**config.mk**
```make
export PLATFORM = sky130hd
export DESIGN_NAME = msi_snoop_ctrl
export DESIGN_NICKNAME = d
export VERILOG_FILES = /design/src/rtl/msi_pkg.sv /design/src/rtl/msi_line_store.sv /design/src/rtl/msi_cpu_side.sv /design/src/rtl/msi_snoop_side.sv /design/src/rtl/msi_snoop_ctrl.sv
export SDC_FILE = /design/constraint.sdc
export NUM_CORES = 1
export LEC_CHECK = 0
export ABC_AREA = 1
export CAP_MARGIN = 15
export CORE_MARGIN = 1
export CORE_UTILIZATION = 35
export CTS_CLUSTER_SIZE = 10
export DETAILED_ROUTE_END_ITERATION = 16
export DONT_BUFFER_PORTS = 1
export GPL_TIMING_DRIVEN = 0
export SETUP_SLACK_MARGIN = 0.2
export SYNTH_ARGS = -nofsm -noshare
export SYNTH_HDL_FRONTEND = slang
export SYNTH_SLANG_ARGS = --single-unit
```
**constraint.sdc**
```tcl
create_clock -name clk -period 3.2 [get_ports clk]
set_input_delay 0.32 -clock clk [delete_from_list [all_inputs] [get_ports clk]]
set_output_delay 0.32 -clock clk [all_outputs]
set_load 0.02 [all_outputs]
```
**src/rtl/msi_pkg.sv**
```systemverilog
package msi_pkg;

  typedef enum logic [1:0] {
    L_INV = 2'b00,
    L_SHR = 2'b01,
    L_EXC = 2'b10
  } line_st_e;

  typedef enum logic [1:0] {
    BC_IDLE   = 2'b00,
    BC_RDMISS = 2'b01,
    BC_WRMISS = 2'b10,
    BC_WRBACK = 2'b11
  } bus_cmd_e;

endpackage

```
**src/rtl/msi_line_store.sv**
```systemverilog
module msi_line_store #(
  parameter int LINES  = 4,
  parameter int IDX_W  = 2,
  parameter int TAG_W  = 6,
  parameter int DATA_W = 16
) (
  input  logic                clk,
  input  logic                rst_n,
  // processor-side read port
  input  logic [IDX_W-1:0]    a_idx,
  output msi_pkg::line_st_e   a_st,
  output logic [TAG_W-1:0]    a_tag,
  output logic [DATA_W-1:0]   a_dat,
  // snoop-side read port
  input  logic [IDX_W-1:0]    b_idx,
  output msi_pkg::line_st_e   b_st,
  output logic [TAG_W-1:0]    b_tag,
  output logic [DATA_W-1:0]   b_dat,
  // snoop state update (wins over processor update)
  input  logic                sw_en,
  input  logic [IDX_W-1:0]    sw_idx,
  input  msi_pkg::line_st_e   sw_st,
  // processor-side update
  input  logic                cw_en,
  input  logic [IDX_W-1:0]    cw_idx,
  input  msi_pkg::line_st_e   cw_st,
  input  logic                cw_tag_en,
  input  logic [TAG_W-1:0]    cw_tag,
  input  logic                cw_dat_en,
  input  logic [DATA_W-1:0]   cw_dat
);
  import msi_pkg::*;

  line_st_e            st_v  [LINES];
  logic [TAG_W-1:0]    tag_v [LINES];
  logic [DATA_W-1:0]   dat_v [LINES];

  for (genvar g = 0; g < LINES; g++) begin : g_line
    line_st_e          st_q, st_d;
    logic [TAG_W-1:0]  tag_q;
    logic [DATA_W-1:0] dat_q;
    logic              sel_s, sel_c;

    assign sel_s = sw_en && (sw_idx == IDX_W'(g));
    assign sel_c = cw_en && (cw_idx == IDX_W'(g));

    always_comb begin
      st_d = st_q;
      if (sel_s)      st_d = sw_st;
      else if (sel_c) st_d = cw_st;
    end

    always_ff @(posedge clk or negedge rst_n) begin
      if (!rst_n) st_q <= L_INV;
      else        st_q <= st_d;
    end

    always_ff @(posedge clk) begin
      if (sel_c && !sel_s && cw_tag_en) tag_q <= cw_tag;
    end

    always_ff @(posedge clk) begin
      if (sel_c && !sel_s && cw_dat_en) dat_q <= cw_dat;
    end

    assign st_v[g]  = st_q;
    assign tag_v[g] = tag_q;
    assign dat_v[g] = dat_q;
  end

  assign a_st  = st_v[a_idx];
  assign a_tag = tag_v[a_idx];
  assign a_dat = dat_v[a_idx];
  assign b_st  = st_v[b_idx];
  assign b_tag = tag_v[b_idx];
  assign b_dat = dat_v[b_idx];

endmodule

```
**src/rtl/msi_cpu_side.sv**
```systemverilog
module msi_cpu_side #(
  parameter int ADDR_W = 8,
  parameter int IDX_W  = 2,
  parameter int TAG_W  = 6,
  parameter int DATA_W = 16
) (
  input  logic                cpu_req,
  input  logic                cpu_we,
  input  logic [ADDR_W-1:0]   cpu_addr,
  input  logic [DATA_W-1:0]   cpu_wdata,
  input  logic                snoop_busy,
  input  logic                bus_gnt,
  input  logic [DATA_W-1:0]   bus_rdata,
  input  msi_pkg::line_st_e   ln_st,
  input  logic [TAG_W-1:0]    ln_tag,
  input  logic [DATA_W-1:0]   ln_dat,
  output logic [IDX_W-1:0]    idx,
  output logic                cpu_done,
  output logic [DATA_W-1:0]   cpu_rdata,
  output logic                bus_req,
  output msi_pkg::bus_cmd_e   bus_cmd,
  output logic [ADDR_W-1:0]   bus_addr,
  output logic [DATA_W-1:0]   bus_wdata,
  output logic                cw_en,
  output msi_pkg::line_st_e   cw_st,
  output logic                cw_tag_en,
  output logic [TAG_W-1:0]    cw_tag,
  output logic                cw_dat_en,
  output logic [DATA_W-1:0]   cw_dat
);
  import msi_pkg::*;

  logic [TAG_W-1:0] req_tag;
  logic             tag_match, hit, active, need_wb, granted;

  assign idx     = cpu_addr[IDX_W-1:0];
  assign req_tag = cpu_addr[ADDR_W-1:IDX_W];

  assign tag_match = (ln_st != L_INV) && (ln_tag == req_tag);
  assign hit       = tag_match && (!cpu_we || (ln_st == L_EXC));
  assign active    = cpu_req && !snoop_busy;
  assign need_wb   = (ln_st == L_EXC) && !tag_match;

  assign cpu_done  = active && hit;
  assign cpu_rdata = (cpu_done && !cpu_we) ? ln_dat : '0;
  assign bus_req   = active && !hit;
  assign granted   = bus_req && bus_gnt;

  always_comb begin
    bus_cmd   = BC_IDLE;
    bus_addr  = '0;
    bus_wdata = '0;
    if (bus_req) begin
      if (need_wb) begin
        bus_cmd   = BC_WRBACK;
        bus_addr  = {ln_tag, idx};
        bus_wdata = ln_dat;
      end else begin
        bus_cmd  = cpu_we ? BC_WRMISS : BC_RDMISS;
        bus_addr = cpu_addr;
      end
    end
  end

  always_comb begin
    cw_en     = 1'b0;
    cw_st     = ln_st;
    cw_tag_en = 1'b0;
    cw_tag    = req_tag;
    cw_dat_en = 1'b0;
    cw_dat    = bus_rdata;
    if (cpu_done && cpu_we) begin
      cw_en     = 1'b1;
      cw_st     = L_EXC;
      cw_dat_en = 1'b1;
      cw_dat    = cpu_wdata;
    end else if (granted) begin
      cw_en = 1'b1;
      case (bus_cmd)
        BC_WRBACK: cw_st = L_INV;
        BC_WRMISS: begin
          cw_st     = L_EXC;
          cw_tag_en = 1'b1;
          cw_dat_en = 1'b1;
        end
        default: begin
          cw_st     = L_SHR;
          cw_tag_en = 1'b1;
          cw_dat_en = 1'b1;
        end
      endcase
    end
  end

endmodule

```
**src/rtl/msi_snoop_side.sv**
```systemverilog
module msi_snoop_side #(
  parameter int ADDR_W = 8,
  parameter int IDX_W  = 2,
  parameter int TAG_W  = 6,
  parameter int DATA_W = 16
) (
  input  logic [1:0]          snp_cmd,
  input  logic [ADDR_W-1:0]   snp_addr,
  input  msi_pkg::line_st_e   ln_st,
  input  logic [TAG_W-1:0]    ln_tag,
  input  logic [DATA_W-1:0]   ln_dat,
  output logic [IDX_W-1:0]    idx,
  output logic                snoop_busy,
  output logic                snp_abort,
  output logic [DATA_W-1:0]   snp_data,
  output logic                sw_en,
  output msi_pkg::line_st_e   sw_st
);
  import msi_pkg::*;

  bus_cmd_e cmd;
  logic     match;

  assign cmd        = bus_cmd_e'(snp_cmd);
  assign idx        = snp_addr[IDX_W-1:0];
  assign snoop_busy = (cmd != BC_IDLE);
  assign match      = (ln_st != L_INV) && (ln_tag == snp_addr[ADDR_W-1:IDX_W]);

  always_comb begin
    snp_abort = 1'b0;
    snp_data  = '0;
    sw_en     = 1'b0;
    sw_st     = ln_st;
    if (match) begin
      case (cmd)
        BC_RDMISS: if (ln_st == L_EXC) begin
          snp_abort = 1'b1;
          snp_data  = ln_dat;
          sw_en     = 1'b1;
          sw_st     = L_SHR;
        end
        BC_WRMISS: begin
          snp_abort = (ln_st == L_EXC);
          snp_data  = (ln_st == L_EXC) ? ln_dat : '0;
          sw_en     = 1'b1;
          sw_st     = L_INV;
        end
        default: ;
      endcase
    end
  end

endmodule

```
**src/rtl/msi_snoop_ctrl.sv**
```systemverilog
module msi_snoop_ctrl #(
  parameter int ADDR_W = 8,
  parameter int DATA_W = 16,
  parameter int LINES  = 4
) (
  input  logic              clk,
  input  logic              rst_n,
  input  logic              cpu_req,
  input  logic              cpu_we,
  input  logic [ADDR_W-1:0] cpu_addr,
  input  logic [DATA_W-1:0] cpu_wdata,
  output logic              cpu_done,
  output logic [DATA_W-1:0] cpu_rdata,
  output logic              bus_req,
  input  logic              bus_gnt,
  output logic [1:0]        bus_cmd,
  output logic [ADDR_W-1:0] bus_addr,
  output logic [DATA_W-1:0] bus_wdata,
  input  logic [DATA_W-1:0] bus_rdata,
  input  logic [1:0]        snp_cmd,
  input  logic [ADDR_W-1:0] snp_addr,
  output logic              snp_abort,
  output logic [DATA_W-1:0] snp_data
);
  import msi_pkg::*;

  localparam int IDX_W = $clog2(LINES);
  localparam int TAG_W = ADDR_W - IDX_W;

  logic [IDX_W-1:0]  a_idx, b_idx;
  line_st_e          a_st, b_st, cw_st, sw_st;
  logic [TAG_W-1:0]  a_tag, b_tag, cw_tag;
  logic [DATA_W-1:0] a_dat, b_dat, cw_dat;
  logic              cw_en, cw_tag_en, cw_dat_en, sw_en, snoop_busy;
  bus_cmd_e          cmd_e;

  msi_line_store #(.LINES(LINES), .IDX_W(IDX_W), .TAG_W(TAG_W), .DATA_W(DATA_W)) u_store (
    .clk(clk), .rst_n(rst_n),
    .a_idx(a_idx), .a_st(a_st), .a_tag(a_tag), .a_dat(a_dat),
    .b_idx(b_idx), .b_st(b_st), .b_tag(b_tag), .b_dat(b_dat),
    .sw_en(sw_en), .sw_idx(b_idx), .sw_st(sw_st),
    .cw_en(cw_en), .cw_idx(a_idx), .cw_st(cw_st),
    .cw_tag_en(cw_tag_en), .cw_tag(cw_tag),
    .cw_dat_en(cw_dat_en), .cw_dat(cw_dat)
  );

  msi_snoop_side #(.ADDR_W(ADDR_W), .IDX_W(IDX_W), .TAG_W(TAG_W), .DATA_W(DATA_W)) u_snoop (
    .snp_cmd(snp_cmd), .snp_addr(snp_addr),
    .ln_st(b_st), .ln_tag(b_tag), .ln_dat(b_dat),
    .idx(b_idx), .snoop_busy(snoop_busy),
    .snp_abort(snp_abort), .snp_data(snp_data),
    .sw_en(sw_en), .sw_st(sw_st)
  );

  msi_cpu_side #(.ADDR_W(ADDR_W), .IDX_W(IDX_W), .TAG_W(TAG_W), .DATA_W(DATA_W)) u_cpu (
    .cpu_req(cpu_req), .cpu_we(cpu_we), .cpu_addr(cpu_addr), .cpu_wdata(cpu_wdata),
    .snoop_busy(snoop_busy), .bus_gnt(bus_gnt), .bus_rdata(bus_rdata),
    .ln_st(a_st), .ln_tag(a_tag), .ln_dat(a_dat),
    .idx(a_idx), .cpu_done(cpu_done), .cpu_rdata(cpu_rdata),
    .bus_req(bus_req), .bus_cmd(cmd_e), .bus_addr(bus_addr), .bus_wdata(bus_wdata),
    .cw_en(cw_en), .cw_st(cw_st), .cw_tag_en(cw_tag_en), .cw_tag(cw_tag),
    .cw_dat_en(cw_dat_en), .cw_dat(cw_dat)
  );

  assign bus_cmd = cmd_e;

endmodule

```
After elaboration in Yosys (flattened, before gate mapping)
Index checks and enable logic that the tools add are counted.
Widths: inputs -> output; s select.
{"block": "word_totals", "reg_bits": 96, "word_cells": 134, "romBits": 0, "ram_bits": 0, "in_bits": 55, "latchBits": 0, "memories": 0}
{"block": "classes", "n_bitwise": 2, "add_sub_neg": 0, "mul": 0, "n_shift": 0, "order_cmp": 2, "reduce_logical": 49, "n_eq_ne": 14, "mux": 55, "div": 0}
{"cell": "$mux 16", "count": 11}
{"cell": "$bmux 16 s2", "count": 2}
{"cell": "$mux 2", "count": 19}
{"cell": "$logic_and 1x1->1", "count": 30}
{"cell": "$bmux 6 s2", "count": 2}
{"cell": "$mux 6", "count": 4}
{"cell": "$eq 2x2->1 const B", "count": 9}
{"cell": "$mux 8", "count": 2}
{"cell": "$reduce_bool 2->1", "count": 7}
{"cell": "$eq 6x6->1", "count": 2}
{"cell": "$mux 1", "count": 9}
{"cell": "$bmux 2 s2", "count": 2}
{"cell": "$logic_not 1->1", "count": 8}
{"cell": "$pmux 2 s2", "count": 2}
{"cell": "$eq 2x1->1 const B", "count": 3}
{"cell": "$ge 3x3->1 const B", "count": 2}
{"cell": "$not 2->3", "count": 2}
{"cell": "$logic_not 2->1", "count": 2}
{"cell": "$pmux 1 s2", "count": 2}
{"cell": "$reduce_or 2->1", "count": 1}
{"cell": "$logic_or 1x1->1", "count": 1}

Longest topological paths before layout
{"block": "depth", "depth_word": 16, "ltp_mapped": 18, "depth_no_buf": 17}

Modules after synthesis
A second synthesis with hierarchy kept.
{"block": "hier_totals", "hier_cells": 875, "hier_area_um2": 6297.3}
{"module": "msi_line_store", "cells_per_inst": 581, "area_per_inst_um2": 4926.0, "instances": 1}
{"module": "msi_cpu_side", "cells_per_inst": 198, "area_per_inst_um2": 909.6, "instances": 1}
{"module": "msi_snoop_side", "cells_per_inst": 96, "area_per_inst_um2": 461.7, "instances": 1}

Worst setup path before layout
No wires, ideal clock.
{"block": "synth_timing", "path_kind": "input to register", "from": "input cpu_addr[0]", "to": "register u_store.g_line[3].dat_q[0], enable pin", "slack_ns": 0.462, "path_buffers": 1, "t_arrival_ns": 2.349, "required_time_ns": 2.812, "cell_stages": 14, "setup_time_ns": 0.388, "cell_sequence": "buf_4 -> o21ai_0 -> nand2_1 -> nand2_1 -> nand2_1 -> nand2_1 -> nand3_1 -> nor2_2 -> nand4_4 -> nand2_2 -> nand2_2 -> nor2_1 -> inv_2 -> nor2_1"}
{"block": "synth_via", "elab_chain_len": 15, "elab_cells_between_ends": 32}
{"element": "from (decl)", "line_no": "msi_snoop_ctrl.sv:10", "text": "input logic [ADDR_W-1:0] cpu_addr,"}
{"element": "$not 2->3 (not written as such)", "line_no": "msi_line_store.sv:71, msi_line_store.sv:72"}
{"element": "$bmux 6 s2 / $bmux 2 s2 (equally long branches)", "line_no": "msi_line_store.sv:72, msi_line_store.sv:71"}
{"element": "$mux 6 (not written as such) / $mux 2 (equally long branches) (2 in series)", "line_no": "msi_line_store.sv:72, msi_line_store.sv:71"}
{"element": "$eq 6x6->1, or another cell as far along", "line_no": "msi_cpu_side.sv:39", "text": "assign tag_match = (ln_st != L_INV) && (ln_tag == req_tag);"}
{"element": "$logic_and 1x1->1 / $logic_or 1x1->1 (equally long branches)", "line_no": "msi_cpu_side.sv:39, msi_cpu_side.sv:40"}
{"element": "$logic_not 1->1 / $logic_and 1x1->1 (equally long branches)", "line_no": "msi_cpu_side.sv:42, msi_cpu_side.sv:40"}
{"element": "$logic_and 1x1->1 / $logic_not 1->1 (equally long branches)", "line_no": "msi_cpu_side.sv:42, msi_cpu_side.sv:46"}
{"element": "$mux 2 / $logic_and 1x1->1 (equally long branches)", "line_no": "msi_cpu_side.sv:54, msi_cpu_side.sv:46"}
{"element": "$mux 2 / $logic_and 1x1->1 (equally long branches)", "line_no": "msi_cpu_side.sv:53, msi_cpu_side.sv:47"}
{"element": "$eq 2x2->1 / $mux 1 (equally long branches)", "line_no": "msi_cpu_side.sv:79, msi_cpu_side.sv:77"}
{"element": "$mux 1, on equally long branches", "line_no": "msi_cpu_side.sv:79, msi_cpu_side.sv:72"}
{"element": "$mux 1 / $logic_and 1x1->1 (equally long branches)", "line_no": "msi_cpu_side.sv:77, msi_line_store.sv:45"}
{"element": "$mux 1 / $logic_and 1x1->1 (equally long branches)", "line_no": "msi_cpu_side.sv:72, msi_line_store.sv:63"}
{"element": "$logic_and 1x1->1 *", "line_no": "msi_line_store.sv:63", "text": "if (sel_c && !sel_s && cw_dat_en) dat_q <= cw_dat;"}
{"element": "to (signal assigned)", "line_no": "msi_line_store.sv:63"}
{"element": "to (decl)", "line_no": "msi_line_store.sv:41", "text": "logic [DATA_W-1:0] dat_q;"}
Mark *: on every way between the ends. The rest lies on a longest branch, timed or not. The select of a mux whose other input is x is not followed.
A chain may end at the register's enable or synchronous reset.

Worst setup path in the final report
{"block": "layout_timing", "from": "register u_store.g_line[2].tag_q[5]", "to": "output cpu_rdata[9]"}
{"block": "layout_via", "elab_chain_len": 9}
{"element": "from (decl)", "line_no": "msi_line_store.sv:40", "text": "logic [TAG_W-1:0] tag_q;"}
{"element": "from (signal assigned)", "line_no": "msi_line_store.sv:59", "text": "if (sel_c && !sel_s && cw_tag_en) tag_q <= cw_tag;"}
{"element": "$bmux 6 s2", "line_no": "msi_line_store.sv:72", "text": "assign a_tag = tag_v[a_idx];"}
{"element": "$mux 6 (not written as such) (2 in series)", "line_no": "msi_line_store.sv:72"}
{"element": "$eq 6x6->1", "line_no": "msi_cpu_side.sv:39"}
{"element": "$logic_and 1x1->1", "line_no": "msi_cpu_side.sv:39"}
{"element": "$logic_and 1x1->1", "line_no": "msi_cpu_side.sv:40", "text": "assign hit = tag_match && (!cpu_we || (ln_st == L_EXC));"}
{"element": "$logic_and 1x1->1", "line_no": "msi_cpu_side.sv:44", "text": "assign cpu_done = active && hit;"}
{"element": "$logic_and 1x1->1", "line_no": "msi_cpu_side.sv:45", "text": "assign cpu_rdata = (cpu_done && !cpu_we) ? ln_dat : '0;"}
{"element": "$mux 16", "line_no": "msi_cpu_side.sv:45"}
{"element": "to (decl)", "line_no": "msi_snoop_ctrl.sv:13", "text": "output logic [DATA_W-1:0] cpu_rdata,"}
Every way passes these cells. The select of a mux whose other input is x is not followed.

==> out/metrics.cfg <==
[timing]
rsz0062_at_grt=yes
finalHoldViolCount=0
worst_slack_ns=0.2335
setup_violations=0
slew_headroom_pct=52.80
min_period_ns=2.967
maxSlewViolCount=0
post-route-period-util_pct=92.70
fmaxAchievable_ghz=0.3371
worst_pin_slew_ns=0.7047
finalClockSkew_ns=0.01072

[worst_setup_path]
crit_type=reg -> out
arrival_ns=2.65
cp_data_required_time_ns=2.88
cp-end-kind=output port
crit_fanout=10
start_kind=flip-flop

[yosys]
synth-seq-cells=96
synth_top_area_share_pct=48.81
ys_seq_area_share_pct=52.51
syn_area_mm2=0.005414
synth_area_leaders=edfxtp_1 49%, nand2_1 17%, nor2_1 5.5%
synth.avg_cell_area_um2=8.266
yosys_warnings=0
synth_nets=713
synth_top_area_cell=edfxtp_1
ys_types=30
syn_inst=655

[layout]
multiInputGateArea_mm2=0.002404
fin_util_pct=41.02
n_fill_cell=1433
diodes=0
layout_commonest_cell=nand2_1
area_growth_pct=14.74
fin_cells=864
layout_common_cells=247 x nand2_1, 88 x edfxtp_1, 66 x nor2_1, 40 x nand3_1, 37 x inv_1
ff_latch_area_mm2=0.002843
nets=729
final_layout_size_suffix_gt1_share_pct=11.69

[placement]
place_inst=847
dpl_worst_slack_ns=0.09097
hpwlAfterDp_um=11970
io_buffer_count=0
gp_congestion=0.8654

[drt]
wl_per_cell_um=18.75
route.detailed.drc=0
ant_nets=0
wl_met2_um=7713
wl_met3_um=1340
drt_iter0_drc=355
route.vias.total=4704
dr.pass1.iters=5
routed_wl_um=16200
viasPerCell=5.444
highest_layer=met4
wl_met1_um=6854

[power_and_ir_drop]
ir_worst_vdd_uv=218.7
leakage_nw=2.481
power_mw=2.759
cellPowerDensity_mw_per_mm2=444.1

[flow_run]
maxCapViolations=0

[floorplanning]
die_height_um=126.4
die_w_um=126.4
start_util_pct=35.75
core_region_area_mm2=0.01515
dieArea_mm2=0.01597
floorplan.io_pins=116
rows=45

[clock_network]
path_clk_slew_ns=0.07
root_buffer=clkbuf_16
htreeDepth=3
cts_buffers=9
cts_tree=built
cts.sinks=96
cts_buffer_depth=2
clk_latency_ns=0.35
postCtsSetupRepairBufs=0

[global_route]
antenna_found_initial=0
grt_pass1_vias=4523
track_usage_pct=20.53
grt_remaining_overflow=0
grt_max_degree=19
grt_pass1_wl_um=24760

[hold_path]
hold_class=in -> reg

[status]
status=finished, final reports clean

## power breakdown
| group | internal (mW) | switching (mW) |
|---|---|---|
| combinational | 0.0739 | 0.183 |
| clock | 0.624 | 0.497 |
| sequential | 1.37 | 0.00671 |
## through the flow
step	setup TNS (ns)	instance area (um^2)	hold slack [ns]
2_1_floorplan	0	5414	0.02441
3_3_place_gp	-41.09	5649	0.02483
3_5_place_dp	0	5728	0.02490
4_1_cts	0	6080	0.06202
5_1_grt	0	6212	0.05836
6_report	0	6212	0.06897
## cells by family after synthesis
group | count (synthesis) | synth area share, %
flops | 96 | 52.51
compound gates | 93 | 11.60
buf+inv | 77 | 6.148
fa+ha+maj | 3 | 0.6934
simple gates | 386 | 29.05
## final timing paths
kind / start / end / cells past startpoint / slack (ns)
worst min register to register: u_store.g_line[3].st_q[1] / u_store.g_line[3].st_q[1] / 2 / 0.60
max in group asynchronous: rst_n / u_store.g_line[3].st_q[0] / 1 / 2.60
min in group asynchronous: rst_n / u_store.g_line[2].st_q[0] / 1 / 0.33
worst max-delay path: u_store.g_line[2].tag_q[5] / cpu_rdata[9] / 13 / 0.23
worst min-delay path: cpu_addr[4] / u_store.g_line[0].tag_q[2] / 0 / 0.07
worst max register to register: u_store.g_line[2].tag_q[5] / u_store.g_line[1].dat_q[11] / 16 / 0.41
## cells in the mapped netlist
cell / n
a21boi_0: 1
a21oi_1: 11
a22oi_1: 17
a31oi_1: 18
buf_2: 8
buf_4: 5
buf_6: 2
clkbuf_1: 9
clkinv_1: 5
dfrtp_1: 8
edfxtp_1: 88
ha_1: 3
inv_1: 38
inv_2: 10
nand2_1: 247
nand2_2: 3
nand3_1: 40
nand3b_1: 6
nand4_1: 1
nand4_4: 1
nor2_1: 80
nor2_2: 5
nor2_4: 1
nor3_1: 1
o21ai_0: 16
o21ai_1: 2
o221ai_1: 12
o22a_1: 12
o22ai_1: 4
or2_1: 1
## timing repair
action	CTS	global route
resized for setup	5	27
endpoints found under the hold margin	8	0
endpoints found under the setup margin	10	95
hold buffers	1	0
cloned	0	0
## worst max-delay path: stages, from the launching register on
cell,delay (ns)
edfxtp_1,0.32
inv_1,0.05
o21ai_0,0.25
nand2_1,0.12
nand2_1,0.10
nand2_1,0.05
nand2_1,0.08
nand3_1,0.09
nor2_2,0.19
nand3_1,0.15
or2_1,0.24
buf_2,0.18
buf_6,0.17
nor2_1,0.32
## cell type report
| type | count | share of cell area (%) |
|---|---|---|
| tap | 188 | 3.787 |
| clock buffer | 9 | 3.625 |
| sequential | 96 | 45.76 |
| clock inverter | 7 | 1.430 |
| multi-input combinational | 482 | 38.69 |
| timing repair buffer | 5 | 1.269 |
| buffer | 24 | 2.236 |
| inverter | 53 | 3.202 |
## registers in the layout (all words and copies together) (netlist names)
name and flops:
u_store.g_line.dat_q 64, u_store.g_line.st_q 8, u_store.g_line.tag_q 24
## metal layers
metal  up-vias  track usage [%]
met3        19            4.091
met5         -                0
met2       208            33.93
met4         0            7.725
li1       2248                -
met1      2229            26.65
Power figures use the tool's default switching activity.
